[src/rtl/adc_seq_pkg.sv]
`timescale 1ns/1ps
package adc_seq_pkg;
  typedef enum logic [1:0] {
    MODE_SINGLE = 2'd0,
    MODE_AUTO   = 2'd1,
    MODE_FREE   = 2'd2,
    MODE_ALT    = 2'd3
  } adc_mode_e;

  // division ratio minus one for a 3-bit select; 7 saturates at 128
  function automatic logic [7:0] div_limit(input logic [2:0] sel);
    logic [2:0] s_eff;
    s_eff = (sel == 3'd7) ? 3'd6 : sel;
    return 8'((9'd2 << s_eff) - 9'd1);
  endfunction
endpackage

[src/rtl/adc_prescaler.sv]
`timescale 1ns/1ps
module adc_prescaler #(
  parameter int CNT_W = 7
) (
  input  logic       clk,
  input  logic       rst_n,
  input  logic       run,
  input  logic [2:0] sel,
  output logic       tick
);
  import adc_seq_pkg::*;

  logic [CNT_W-1:0] cnt_q;
  logic [CNT_W-1:0] lim;

  always_comb begin
    lim  = CNT_W'(div_limit(sel));
    tick = run && (cnt_q == lim);
  end

  // held at zero when idle: each conversion starts on a clean boundary
  always_ff @(posedge clk) begin
    if (!rst_n || !run || tick) cnt_q <= '0;
    else                        cnt_q <= cnt_q + 1'b1;
  end
endmodule

[src/rtl/adc_sel_shadow.sv]
`timescale 1ns/1ps
module adc_sel_shadow #(
  parameter int SEL_W = 5
) (
  input  logic             clk,
  input  logic             rst_n,
  input  logic             wr_en,
  input  logic [SEL_W-1:0] wr_data,
  input  logic             upd_open,
  output logic [SEL_W-1:0] shadow
);
  logic [SEL_W-1:0] hold_q;
  logic [SEL_W-1:0] shadow_q;

  always_ff @(posedge clk) begin
    if (!rst_n)     hold_q <= '0;
    else if (wr_en) hold_q <= wr_data;
  end

  always_ff @(posedge clk) begin
    if (!rst_n)        shadow_q <= '0;
    else if (upd_open) shadow_q <= hold_q;
  end

  assign shadow = shadow_q;
endmodule

[src/rtl/adc_core_stub.sv]
`timescale 1ns/1ps
module adc_core_stub #(
  parameter int RES_W = 10
) (
  input  logic             clk,
  input  logic             rst_n,
  input  logic             capture,
  input  logic [RES_W-1:0] ana_code,
  output logic [RES_W-1:0] code
);
  logic [RES_W-1:0] code_q;

  always_ff @(posedge clk) begin
    if (!rst_n)       code_q <= '0;
    else if (capture) code_q <= ana_code;
  end

  assign code = code_q;
endmodule

[src/rtl/adc_seq.sv]
`timescale 1ns/1ps
module adc_seq #(
  parameter int SEL_W     = 5,
  parameter int RES_W     = 10,
  parameter int LEN_FIRST = 25,
  parameter int LEN_NORM  = 13,
  parameter int OPEN_WIN  = 8,
  parameter int SH_FIRST  = 13,
  parameter int SH_NORM   = 1
) (
  input  logic             clk,
  input  logic             rst_n,
  input  logic             en,
  input  logic [1:0]       mode,
  input  logic [2:0]       presc_sel,
  input  logic             start_wr,
  input  logic             trig,
  input  logic             flag_clr,
  input  logic             sel_wr_en,
  input  logic [SEL_W-1:0] sel_wr_data,
  input  logic [RES_W-1:0] ana_code,
  output logic [SEL_W-1:0] mux_sel,
  output logic             busy,
  output logic             done_flag,
  output logic [7:0]       res_hi,
  output logic [7:0]       res_lo
);
  import adc_seq_pkg::*;

  localparam int CYC_W = $clog2(LEN_FIRST + 1);
  localparam logic [CYC_W-1:0] LAST_F = CYC_W'(LEN_FIRST - 1);
  localparam logic [CYC_W-1:0] LAST_N = CYC_W'(LEN_NORM - 1);
  localparam logic [CYC_W-1:0] OPEN_F = CYC_W'(LEN_FIRST - OPEN_WIN);
  localparam logic [CYC_W-1:0] OPEN_N = CYC_W'(LEN_NORM - OPEN_WIN);
  localparam logic [CYC_W-1:0] SAMP_F = CYC_W'(SH_FIRST);
  localparam logic [CYC_W-1:0] SAMP_N = CYC_W'(SH_NORM);

  logic             req_a, req_b, conv_run, first_q;
  logic [CYC_W-1:0] cyc_q;
  logic             adc_tick;
  logic             win_open, conv_last, samp_now, go;
  logic [CYC_W-1:0] last_cyc, open_cyc, samp_cyc;
  logic [RES_W-1:0] stub_code;
  logic [RES_W-1:0] res_q;

  always_comb begin
    last_cyc  = first_q ? LAST_F : LAST_N;
    open_cyc  = first_q ? OPEN_F : OPEN_N;
    samp_cyc  = first_q ? SAMP_F : SAMP_N;
    busy      = req_a | req_b | conv_run;
    go        = en && !busy &&
                (start_wr || ((mode == MODE_AUTO) && trig));
    win_open  = !conv_run || (cyc_q >= open_cyc);
    conv_last = conv_run && adc_tick && (cyc_q == last_cyc);
    samp_now  = conv_run && adc_tick && (cyc_q == samp_cyc);
  end

  adc_prescaler #(.CNT_W(7)) u_presc (
    .clk  (clk),
    .rst_n(rst_n),
    .run  (conv_run),
    .sel  (presc_sel),
    .tick (adc_tick)
  );

  adc_sel_shadow #(.SEL_W(SEL_W)) u_shadow (
    .clk     (clk),
    .rst_n   (rst_n),
    .wr_en   (sel_wr_en),
    .wr_data (sel_wr_data),
    .upd_open(win_open),
    .shadow  (mux_sel)
  );

  adc_core_stub #(.RES_W(RES_W)) u_stub (
    .clk     (clk),
    .rst_n   (rst_n),
    .capture (samp_now),
    .ana_code(ana_code),
    .code    (stub_code)
  );

  // start pipeline: sample edge -> req_a -> req_b -> conversion runs
  always_ff @(posedge clk) begin
    if (!rst_n || !en) begin
      req_a    <= 1'b0;
      req_b    <= 1'b0;
      conv_run <= 1'b0;
      cyc_q    <= '0;
      first_q  <= 1'b1;
    end else begin
      req_a <= go;
      req_b <= req_a;
      if (req_b) begin
        conv_run <= 1'b1;
        cyc_q    <= '0;
      end else if (conv_run && adc_tick) begin
        if (cyc_q == last_cyc) begin
          cyc_q    <= '0;
          first_q  <= 1'b0;
          conv_run <= (mode == MODE_FREE);
        end else begin
          cyc_q <= cyc_q + 1'b1;
        end
      end
    end
  end

  always_ff @(posedge clk) begin
    if (!rst_n)         done_flag <= 1'b0;
    else if (conv_last) done_flag <= 1'b1;
    else if (flag_clr)  done_flag <= 1'b0;
  end

  always_ff @(posedge clk) begin
    if (!rst_n)         res_q <= '0;
    else if (conv_last) res_q <= stub_code;
  end

  generate
    if (RES_W > 8) begin : g_wide
      assign res_hi = 8'(res_q >> 8);
      assign res_lo = res_q[7:0];
    end else begin : g_narrow
      assign res_hi = 8'd0;
      assign res_lo = 8'(res_q);
    end
  endgenerate
endmodule

[config.mk]
export PLATFORM = sky130hd
export DESIGN_NAME = adc_seq
export DESIGN_NICKNAME = d
export VERILOG_FILES = /design/src/rtl/adc_seq_pkg.sv /design/src/rtl/adc_prescaler.sv /design/src/rtl/adc_sel_shadow.sv /design/src/rtl/adc_core_stub.sv /design/src/rtl/adc_seq.sv
export SDC_FILE = /design/constraint.sdc
export NUM_CORES = 1
export LEC_CHECK = 0
export BUFFER_PORTS_ARGS = -buffer_cell sky130_fd_sc_hd__clkbuf_2
export CAP_MARGIN = 15
export CORE_ASPECT_RATIO = 1.4
export CORE_MARGIN = 3
export CORE_UTILIZATION = 40
export CTS_CLUSTER_DIAMETER = 200
export DETAILED_ROUTE_END_ITERATION = 7
export MAX_ROUTING_LAYER = met4
export SLEW_MARGIN = 20
export SYNTH_ARGS = -nofsm -noshare
export SYNTH_HDL_FRONTEND = slang
export SYNTH_SLANG_ARGS = --single-unit
export TNS_END_PERCENT = 30
[constraint.sdc]
create_clock -name clk -period 2.8 [get_ports clk]
set_input_delay 0.56 -clock clk [delete_from_list [all_inputs] [get_ports clk]]
set_output_delay 0.56 -clock clk [all_outputs]
set_load 0.01 [all_outputs]
==> impl_metrics.tcl <==
set metrics [dict create \
    die_y_um 93.9 \
    period_needed_ns 2.09 \
    endpoint_kind "register" \
    hold_path.class "register to register" \
    drt-initial-drc-count 38 \
    leakage_nw 1.07 \
    drcViolationCount 0 \
    drv_cap 0 \
    drt_wl_total_mm 4.22 \
    synthToLayoutAreaGrowth_pct 15.5 \
    setup_viol_count_final 0 \
    viasPerCell 4.97 \
    yosysTopAreaCell "dfxtp_1" \
    drive_gt1_frac 0.239 \
    ys_types 44 \
    crit_family "simple AND/OR/NAND/NOR gates" \
    numCtsBuffers 5 \
    fin_worst_skew_ns 0.00979 \
    yosys_warnings 0 \
    core_um2 5240 \
    grt_pass1_wl_mm 7.13 \
    worst_pin_slew_ns 0.638 \
    grt_pass1_vias 1648 \
    wire_per_inst_um 12.3 \
    h-tree-depth 2 \
    grt_overflow 0 \
    worst-path-stages 7 \
    hpwl_mm 3.15 \
    die-area_um2 6450 \
    port_buffers 43 \
    place_area_um2 2430 \
    antenna_left 0 \
    max_freq_ghz 0.479 \
    synth_edf_count 0 \
    nets 308 \
    slew_headroom 0.573 \
    crit_start "cyc_q[1]" \
    arrival_ns 2.27 \
    period_share 0.745 \
    synth_area_leaders "dfxtp_1, mux2i_1, nand2_1, nor2_1, ha_1" \
    vias 1701 \
    cts-resized-gates 0 \
    dr.pass1.iters 4 \
    rsz0062_at_grt "no" \
    row_count 31 \
    start_util 0.421 \
    n_antenna_cell 0 \
    slowest_delay_ns 0.48 \
    r2r-start "cyc_q[1]" \
    finalHoldViolCount 0 \
    cts.clk_slew.worst_paths_ns 0.10 \
    r2r_setup_slack_ns 0.71 \
    status "completed" \
    r2r.worst_path.cells 7 \
    r2r_end "u_shadow.shadow[3]" \
    io_pins 50 \
    final_cells 342 \
    worstPathCellList "inv_1, ha_1, o31a_1, o31a_1, nor3b_2, mux2i_1, nor2_1" \
    grtUsageTotal 0.147 \
    power_density_nw_per_um2 495 \
    ys_ff_latch 47 \
    postLayoutCellArea_um2 2550 \
    irDropWorstVdd_mv 0.419 \
    dpl.cell_count 334 \
    grt_max_degree 35 \
    drv_slew 0 \
    cts_sinks 47 \
    clk_path_buf_depth 2 \
    syn_area_um2 2210 \
    crit_path_frequent_cell "o31a_1" \
    cp_max_fo 6 \
    postCtsHoldBufs 0 \
    slowest_stage "nor3b_2" \
    tns_ns 0 \
    critical_path_class "register to register" \
    cts_tree "built" \
    place.gp.congestion 0.765 \
    cts_setup_buffers 0 \
    clk_latency_ns 0.30 \
    synthCells 235 \
    synth_top_area_frac 0.427 \
    required_ns 2.99 \
    syn_area_per_cell_um2 9.39 \
    endpoint "u_shadow.shadow[3]" \
    antenna_found_initial 0 \
    synthArstFlopShare 0 \
    ys.flop_type "dfxtp_1" \
    nFillCells 530 \
    fin_hold_ws_ns 0.460 \
    start_kind "register" \
    die_x_um 68.8 \
    worst-path-buf-inv 1 \
    cts-root-buf "clkbuf_8" \
    yosysSeqAreaShare 0.427 \
]
logic make-up after synthesis:
logic type / share of synthesized area
adders and majority gates: 0.0340
xor gates and xnor gates: 0.0318
other: 0.00170
buffers and inverters: 0.0669
and+or+nand+nor: 0.220
AOI/OAI and AO/OA: 0.0743
muxes: 0.145
DFF: 0.427
how the worst min path moves through the flow:
| stage | start | to | slack, ns | cells past startpoint |
|---|---|---|---|---|
| floorplan | u_presc.cnt_q[0] | u_presc.cnt_q[0] | 0.44 | 1 |
| global placement | res_q[4] | res_q[4] | 0.44 | 2 |
| detailed placement | res_q[5] | res_q[5] | 0.45 | 2 |
| CTS | ana_code[0] | u_stub.code[0] | 0.47 | 3 |
| global route | ana_code[3] | u_stub.code[3] | 0.47 | 3 |
| finish | res_q[7] | res_q[7] | 0.46 | 2 |
cells in the final DEF, fill, tap and decap left out, types with 2 or more instances in the layout:
cell,count
o311ai_0,2
dfxtp_1,47
nand4b_1,2
inv_1,5
and3_1,3
ha_1,6
and2_1,2
xnor2_1,3
nand4_1,3
conb_1,6
o31ai_1,2
or3_1,2
clkbuf_2,43
nand3_1,8
nand2_1,36
a21oi_1,2
xor2_1,5
a31oi_1,2
mux2i_1,32
nor3_1,2
nor2b_1,2
clkbuf_8,5
o31a_1,3
and3_2,2
or4b_1,2
nor2_1,21
o21ai_0,5
buf_4,4
final cells by class:
cell class,count,area [um^2],share of cell area
Multi-Input combinational cell,168,1140,0.448
Sequential cell,47,941,0.369
Timing Repair Buffer,47,245,0.0963
Tap cell,66,82.6,0.0324
Clock buffer,5,68.8,0.0270
Clock inverter,3,46.3,0.0182
Inverter,6,22.5,0.00884
cells in the mapped netlist (5+ instances only):
| cell type | instances |
|---|---|
| nand3_1 | 8 |
| mux2i_1 | 32 |
| ha_1 | 6 |
| buf_4 | 8 |
| xor2_1 | 5 |
| o21ai_0 | 5 |
| inv_1 | 5 |
| dfxtp_1 | 47 |
| clkbuf_1 | 7 |
| nor2_1 | 21 |
| nand2_1 | 36 |
worst reg2reg max path: stages, from the launching register on:
cell and delay [ns]:
dfxtp_1 0.43, inv_1 0.09, ha_1 0.20, o31a_1 0.24
o31a_1 0.24, nor3b_2 0.48, mux2i_1 0.25, nor2_1 0.05
layer usage:
metal,up-vias,GRT usage,share of wire
met4,0,0.0537,0.019
li1,868,-,-
met1,788,0.174,0.46
met5,-,-,0
met3,7,0.0299,0.042
met2,38,0.243,0.48
report_power, final:
| group | internal [mW] | switching, mW |
|---|---|---|
| clock network | 0.269 | 0.236 |
| registers | 0.676 | 0.00414 |
| logic | 0.0314 | 0.0427 |
metrics by stage:
step	power (mW)	utilization	setup slack (ns)
after floorplan	0.747	-	0.678
after detailed placement	0.771	0.465	0.536
final	1.26	0.486	0.714
after CTS	1.28	0.486	0.694
after global placement	0.770	0.465	0.562
after global routing	1.31	0.486	0.532
flip-flops by register name, indices dropped and copies added (netlist names):
register	cells
conv_run	1
cyc_q	5
done_flag	1
first_q	1
req_a	1
req_b	1
res_q	10
u_presc.cnt_q	7
u_shadow.hold_q	5
u_shadow.shadow	5
u_stub.code	10
No activity file was read; power rests on OpenSTA's default activity.
